### src/rtl/lcd_raster_pkg.sv
// Shared definitions for the LCD raster timing generator.
// Assumes byte-addressed 32-bit registers on word-aligned offsets.
package lcd_raster_pkg;

    typedef enum logic [1:0] {
        PH_SYNC   = 2'd0,
        PH_BACK   = 2'd1,
        PH_ACTIVE = 2'd2,
        PH_FRONT  = 2'd3
    } phase_e;

    localparam int OFS_HTIME = 'h000;
    localparam int OFS_VTIME = 'h004;
    localparam int OFS_BASE0 = 'h010;
    localparam int OFS_BASE1 = 'h014;
    localparam int OFS_CTRL  = 'h018;

    localparam int PPL_W = 6;
    localparam int LPP_W = 10;

endpackage

### src/rtl/lcd_raster_regs.sv
// Register bank: stores the five software-visible words and returns a
// combinational read for the offset on reg_addr.
// Assumes writes at unknown offsets are dropped.
module lcd_raster_regs
    import lcd_raster_pkg::*;
#(
    parameter int ADDR_W = 8
) (
    input  logic              clk,
    input  logic              rst_n,
    input  logic              reg_wr,
    input  logic [ADDR_W-1:0] reg_addr,
    input  logic [31:0]       reg_wdata,
    output logic [31:0]       reg_rdata,
    output logic [31:2]       htime,
    output logic [31:0]       vtime,
    output logic [31:0]       base0,
    output logic              run_req,
    output logic [2:0]        depth,
    output logic              bgr
);

    logic [31:0] htime_q, vtime_q, base0_q, base1_q, ctrl_q;

    // Capture a software write into the addressed word.
    always_ff @(posedge clk) begin
        if (!rst_n) begin
            htime_q <= '0;
            vtime_q <= '0;
            base0_q <= '0;
            base1_q <= '0;
            ctrl_q  <= '0;
        end else if (reg_wr) begin
            if (reg_addr == ADDR_W'(OFS_HTIME)) htime_q <= reg_wdata;
            if (reg_addr == ADDR_W'(OFS_VTIME)) vtime_q <= reg_wdata;
            if (reg_addr == ADDR_W'(OFS_BASE0)) base0_q <= reg_wdata;
            if (reg_addr == ADDR_W'(OFS_BASE1)) base1_q <= reg_wdata;
            if (reg_addr == ADDR_W'(OFS_CTRL))  ctrl_q  <= reg_wdata;
        end
    end

    // Select the read word for the current offset.
    always_comb begin
        reg_rdata = '0;
        if (reg_addr == ADDR_W'(OFS_HTIME)) reg_rdata = htime_q;
        if (reg_addr == ADDR_W'(OFS_VTIME)) reg_rdata = vtime_q;
        if (reg_addr == ADDR_W'(OFS_BASE0)) reg_rdata = base0_q;
        if (reg_addr == ADDR_W'(OFS_BASE1)) reg_rdata = base1_q;
        if (reg_addr == ADDR_W'(OFS_CTRL))  reg_rdata = ctrl_q;
    end

    assign htime   = htime_q[31:2];
    assign vtime   = vtime_q;
    assign base0   = base0_q;
    assign run_req = ctrl_q[0] & ctrl_q[11];
    assign depth   = ctrl_q[3:1];
    assign bgr     = ctrl_q[8];

endmodule

### src/rtl/lcd_raster_axis.sv
// One timing axis: walks sync, back porch, active, front porch, each for
// lens[phase]+1 steps, and keeps a running position from sync start.
// Assumes lens only change while clr is high or on the step that wraps.
module lcd_raster_axis
    import lcd_raster_pkg::*;
#(
    parameter int CNT_W = 12
) (
    input  logic                  clk,
    input  logic                  rst_n,
    input  logic                  clr,
    input  logic                  step,
    input  logic [3:0][CNT_W-1:0] lens,
    output phase_e                phase,
    output logic [CNT_W-1:0]      cnt,
    output logic [CNT_W-1:0]      pos,
    output logic                  last
);

    logic phase_end;

    assign phase_end = (cnt == lens[phase]);
    assign last      = step && phase_end && (phase == PH_FRONT);

    // Advance the in-phase count, phase and position on each step.
    always_ff @(posedge clk) begin
        if (!rst_n || clr) begin
            phase <= PH_SYNC;
            cnt   <= '0;
            pos   <= '0;
        end else if (step) begin
            if (phase_end) begin
                cnt   <= '0;
                phase <= phase_e'(phase + 2'd1);
            end else begin
                cnt <= cnt + 1'b1;
            end
            pos <= last ? '0 : pos + 1'b1;
        end
    end

    AST_CNT_IN_RANGE: assert property (@(posedge clk) disable iff (!rst_n)
        cnt <= lens[phase]);

    AST_WRAP_TO_SYNC: assert property (@(posedge clk) disable iff (!rst_n)
        (last && !clr) |=> (phase == PH_SYNC && pos == '0));

endmodule

### src/rtl/lcd_raster_gen.sv
// Top of the LCD raster timing generator. Holds per-frame shadow copies of
// the timing, base and format fields, runs the horizontal axis every clock
// and the vertical axis once per line, and forms the panel strobes.
// Assumes the run request is qualified one clock later so the shadows are
// loaded with the final values before the first frame starts.
module lcd_raster_gen
    import lcd_raster_pkg::*;
#(
    parameter int ADDR_W = 8,
    parameter int CNT_W  = 12
) (
    input  logic              clk,
    input  logic              rst_n,
    input  logic              reg_wr,
    input  logic [ADDR_W-1:0] reg_addr,
    input  logic [31:0]       reg_wdata,
    output logic [31:0]       reg_rdata,
    output logic              hsync,
    output logic              vsync,
    output logic              de,
    output logic              frame_start,
    output logic [31:0]       frame_base,
    output logic [CNT_W-1:0]  h_count,
    output logic [CNT_W-1:0]  v_count,
    output logic [PPL_W+3:0]  pix_x,
    output logic [LPP_W-1:0]  pix_y,
    output logic [2:0]        pix_depth,
    output logic              bgr_order
);

    localparam int X_W = PPL_W + 4;
    localparam int Y_W = LPP_W;

    logic [31:2] htime;
    logic [31:0] vtime, base0;
    logic        run_req, bgr;
    logic [2:0]  depth;

    lcd_raster_regs #(.ADDR_W(ADDR_W)) u_regs (
        .clk       (clk),
        .rst_n     (rst_n),
        .reg_wr    (reg_wr),
        .reg_addr  (reg_addr),
        .reg_wdata (reg_wdata),
        .reg_rdata (reg_rdata),
        .htime     (htime),
        .vtime     (vtime),
        .base0     (base0),
        .run_req   (run_req),
        .depth     (depth),
        .bgr       (bgr)
    );

    logic        active;
    logic [31:2] sh_htime;
    logic [31:0] sh_vtime, sh_base;
    logic [2:0]  sh_depth;
    logic        sh_bgr;
    logic        h_last, v_last, shadow_load;

    // Qualify the run request one clock late so shadows settle first.
    always_ff @(posedge clk) begin
        if (!rst_n) active <= 1'b0;
        else        active <= run_req;
    end

    assign shadow_load = !active || v_last;

    // Reload the per-frame shadow copies while idle or at frame end.
    always_ff @(posedge clk) begin
        if (!rst_n) begin
            sh_htime <= '0;
            sh_vtime <= '0;
            sh_base  <= '0;
            sh_depth <= '0;
            sh_bgr   <= 1'b0;
        end else if (shadow_load) begin
            sh_htime <= htime;
            sh_vtime <= vtime;
            sh_base  <= base0;
            sh_depth <= depth;
            sh_bgr   <= bgr;
        end
    end

    logic [3:0][CNT_W-1:0] h_lens, v_lens;

    assign h_lens[PH_SYNC]   = CNT_W'(sh_htime[15:8]);
    assign h_lens[PH_BACK]   = CNT_W'(sh_htime[31:24]);
    assign h_lens[PH_ACTIVE] = CNT_W'({sh_htime[7:2], 4'hF});
    assign h_lens[PH_FRONT]  = CNT_W'(sh_htime[23:16]);
    assign v_lens[PH_SYNC]   = CNT_W'(sh_vtime[15:10]);
    assign v_lens[PH_BACK]   = CNT_W'(sh_vtime[31:24]);
    assign v_lens[PH_ACTIVE] = CNT_W'(sh_vtime[9:0]);
    assign v_lens[PH_FRONT]  = CNT_W'(sh_vtime[23:16]);

    phase_e           h_phase, v_phase;
    logic [CNT_W-1:0] h_cnt, v_cnt, h_pos, v_pos;

    lcd_raster_axis #(.CNT_W(CNT_W)) u_haxis (
        .clk   (clk),
        .rst_n (rst_n),
        .clr   (!active),
        .step  (1'b1),
        .lens  (h_lens),
        .phase (h_phase),
        .cnt   (h_cnt),
        .pos   (h_pos),
        .last  (h_last)
    );

    lcd_raster_axis #(.CNT_W(CNT_W)) u_vaxis (
        .clk   (clk),
        .rst_n (rst_n),
        .clr   (!active),
        .step  (h_last),
        .lens  (v_lens),
        .phase (v_phase),
        .cnt   (v_cnt),
        .pos   (v_pos),
        .last  (v_last)
    );

    assign hsync       = active && (h_phase == PH_SYNC);
    assign vsync       = active && (v_phase == PH_SYNC);
    assign de          = active && (h_phase == PH_ACTIVE) && (v_phase == PH_ACTIVE);
    assign frame_start = active && (h_pos == '0) && (v_pos == '0);
    assign frame_base  = sh_base;
    assign h_count     = active ? h_pos : '0;
    assign v_count     = active ? v_pos : '0;
    assign pix_x       = de ? X_W'(h_cnt) : '0;
    assign pix_y       = de ? Y_W'(v_cnt) : '0;
    assign pix_depth   = sh_depth;
    assign bgr_order   = sh_bgr;

    AST_FS_ONE_CLOCK: assert property (@(posedge clk) disable iff (!rst_n)
        frame_start |=> !frame_start);

    AST_FS_IN_SYNC: assert property (@(posedge clk) disable iff (!rst_n)
        frame_start |-> (hsync && vsync));

    AST_DE_OUTSIDE_SYNC: assert property (@(posedge clk) disable iff (!rst_n)
        de |-> (!hsync && !vsync));

    AST_START_AT_VSYNC: assert property (@(posedge clk) disable iff (!rst_n)
        $rose(active) |-> frame_start);

    AST_SHADOW_HOLD: assert property (@(posedge clk) disable iff (!rst_n)
        (active && !v_last) |=> ($stable(sh_htime) && $stable(sh_vtime)
                                 && $stable(sh_base) && $stable(sh_depth)));

endmodule

### config.mk
export PLATFORM = sky130hd
export DESIGN_NAME = lcd_raster_gen
export DESIGN_NICKNAME = d
export VERILOG_FILES = /design/src/rtl/lcd_raster_pkg.sv /design/src/rtl/lcd_raster_regs.sv /design/src/rtl/lcd_raster_axis.sv /design/src/rtl/lcd_raster_gen.sv
export SDC_FILE = /design/constraint.sdc
export NUM_CORES = 1
export LEC_CHECK = 0
export BUFFER_PORTS_ARGS = -buffer_cell sky130_fd_sc_hd__buf_2
export CAP_MARGIN = 40
export CORE_MARGIN = 3
export CORE_UTILIZATION = 53
export CTS_CLUSTER_SIZE = 12
export DETAILED_ROUTE_END_ITERATION = 6
export GPL_TIMING_DRIVEN = 0
export PLACE_DENSITY = 0.69
export REMOVE_ABC_BUFFERS = 1
export SLEW_MARGIN = 10
export SYNTH_ARGS = -nofsm -noshare
export SYNTH_HDL_FRONTEND = slang
export SYNTH_HIERARCHICAL = 1
export SYNTH_SLANG_ARGS = --single-unit
### constraint.sdc
create_clock -name clk -period 11.7 [get_ports clk]
set_clock_uncertainty 0.2 [all_clocks]
set_input_delay 1.17 -clock clk [delete_from_list [all_inputs] [get_ports clk]]
set_output_delay 1.17 -clock clk [all_outputs]
set_load 0.05 [all_outputs]
==> impl_metrics.tcl <==
set metrics [dict create \
    status "finished, final reports clean" \
    cp-end-kind "flip-flop" \
    track_usage_pct 23.9 \
    grt_overflow 0 \
    finalSetupViolations 0 \
    synth-edff-count 0 \
    chipHeight_microns 173 \
    fp.dieW_microns 173 \
    numCtsBuffers 35 \
    start_kind "flip-flop" \
    final_common_cell "nand2_1" \
    drt_iter0_markers 878 \
    ys_seq_elements 311 \
    setup_tns_ps 0 \
    rows 60 \
    synthArstFlopShare_pct 0 \
    coreArea_sq_um 27200 \
    drive_gt1_share_pct 15.8 \
    seq_area_frac_synth_pct 42.1 \
    route.detailed.wl_per_inst_microns 17.0 \
    antenna_cells 0 \
    cts-root-buf "clkbuf_16" \
    clk_pin_slew_ps 60 \
    synth_top_area_share_pct 42.1 \
    final_hold_viol_count 0 \
    reg2reg_slack_ps 5750 \
    cts_sinks 311 \
    critical-path-max-stage-delay_ps 630 \
    start_util_pct 54.4 \
    p_leak_nw 6.59 \
    hp-class "flip-flop to flip-flop" \
    avgSynthCellArea_sq_um 8.78 \
    port_buffers 158 \
    dr_total_vias 12100 \
    clk_path_buf_depth 3 \
    synth_largest_area_cell "dfxtp_1" \
    ant_nets 0 \
    post_cts_buffers 0 \
    ios 159 \
    synth_area_sq_um 14800 \
    slew_headroom_pct 39.3 \
    grt_max_degree 136 \
    ys_types 56 \
    critPathTopFamily "simple AND/OR/NAND/NOR gates" \
    hpwl_mm 24.4 \
    hold_buffers 0 \
    final_max_slew_viol_count 0 \
    rsz0062_at_grt "no" \
    path_class "flip-flop to flip-flop" \
    synth_warnings 6 \
    utilization_pct 61.9 \
    min_period_over_period_pct 50.9 \
    drcViolationCount 0 \
    synthCells 1683 \
    cts_max_level 2 \
    grt_pass1_vias 11800 \
    cp.required_ps 11920 \
    p_per_area_nw_per_um2 130 \
    die-area_sq_um 29900 \
    tightest_slew_ps 910 \
    crit_fanout 50 \
    crit_buf_inv 4 \
    grt_pass1_wl_mm 60.3 \
    nNetsFinal 1825 \
    gp_routability_congestion 0.874 \
    cts_tree "yes" \
    crit_arrival_ps 6170 \
    viasPerCell 5.57 \
    wirelength_mm 36.8 \
    clk_latency_ps 510 \
    synth-main-ff-cell "dfxtp_1" \
    cp_slowest_cell "mux4_1" \
    drv_cap 0 \
    syn_to_final_growth_pct 13.8 \
    max_freq_mhz 168 \
    synth_top_cells_by_area "dfxtp_1 42%, nand2_1 9.8%, mux2i_1 6.8%, a21boi_0 4.0%, nand3_1 2.7%" \
    path_cells "buf_8, mux4_1, xnor2_1, nand4_2, nor4_4, and2_1, inv_1, nor4_4, buf_6, and2_1, nand2b_4, buf_12, nand2_1, a21boi_0" \
    vdd_ir_drop_max_uv 123 \
    finalCriticalPeriod_ps 5950 \
    cts.repair.resized 0 \
    dr.pass1.iters 5 \
    antenna_found_initial 0 \
    final_cell_mix "385 x nand2_1, 311 x dfxtp_1, 157 x buf_2, 100 x mux2i_1, 79 x nand3_1" \
]
state kept, by name (all words and copies together), names as in the netlist, 3 cells and up:
name            flops
u_haxis/cnt        12
u_haxis/pos        12
u_regs/htime_q     32
sh_htime           30
pix_depth           3
sh_vtime           32
frame_base         32
u_regs/base1_q     32
u_regs/ctrl_q      32
u_vaxis/pos        12
u_regs/vtime       32
u_vaxis/cnt        12
u_regs/base0       32
worst paths after layout:
path                          from        endpoint  cells past startpoint
hold reg to reg       sh_vtime[27]    sh_vtime[27]                      2
setup / recovery  u_haxis/phase[0]  frame_base[10]                     14
setup reg to reg  u_haxis/phase[0]  frame_base[10]                     14
hold / removal        sh_vtime[27]    sh_vtime[27]                      2
area by class of cell:
cell class / instances / area (sq um)
multi-input combinational: 1228 / 7720
inverter: 15 / 56.3
clock inverter: 7 / 60.1
timing repair buffer: 185 / 1250
sequential: 311 / 6230
tap: 372 / 465
clock buffer: 49 / 1040
fill: 2413 / 10400
tightest hold or removal path, cell delays in order (launching register included):
cell      delay (ps)
dfxtp_1          300
nand2_1           50
a21boi_1          50
report_power, final:
part           switching [mW]  internal (mW)  leakage, nW
Clock                   0.416          0.637        0.550
Combinational          0.0502         0.0242         3.54
Sequential           0.000560           1.06         2.50
per-stage QoR:
step	hold WS [ps]	setup WS (ps)	instances	cell area (sq um)	power, mW
2_1_floorplan	226	5290	1554	13900	1.12
3_3_place_gp	235	2260	2084	15200	1.15
6_report	243	5750	2167	16800	2.19
4_1_cts	246	5730	2167	16800	2.21
5_1_grt	265	5300	2167	16800	2.26
3_5_place_dp	241	5770	2111	15700	1.16
synthesized netlist by cell type, drive strengths merged, types with 7 or more instances:
master	instances
o32ai	7
nand4	24
nand3	84
buf	87
a211oi	19
clkbuf	77
a21oi	36
mux4	24
a21boi	98
dfxtp	311
a22oi	29
nor4	12
inv	15
o21ai	99
xnor2	36
nor3	30
nor2b	7
nand2b	9
o22a	29
and2	49
mux2i	100
nor2	51
xor2	22
nand2	386
kinds of logic after synthesis:
logic type / synth area share (%)
xor+xnor: 3.54
mux: 10.7
compound gates: 15.3
buf+inv: 6.94
fa+ha+maj: 0.508
flops: 42.1
other cells: 0.0508
simple gates: 20.8
per-layer routing:
| layer | routed length, microns | part of all wire, % | GRT usage (%) |
|---|---|---|---|
| met3 | 1640 | 4.5 | 3.80 |
| met4 | 754 | 2.0 | 6.28 |
| met5 | 0 | 0 | 0 |
| met2 | 17600 | 48 | 40.7 |
| met1 | 16800 | 46 | 31.8 |
Note: power is estimated with default switching activity, not from simulation.
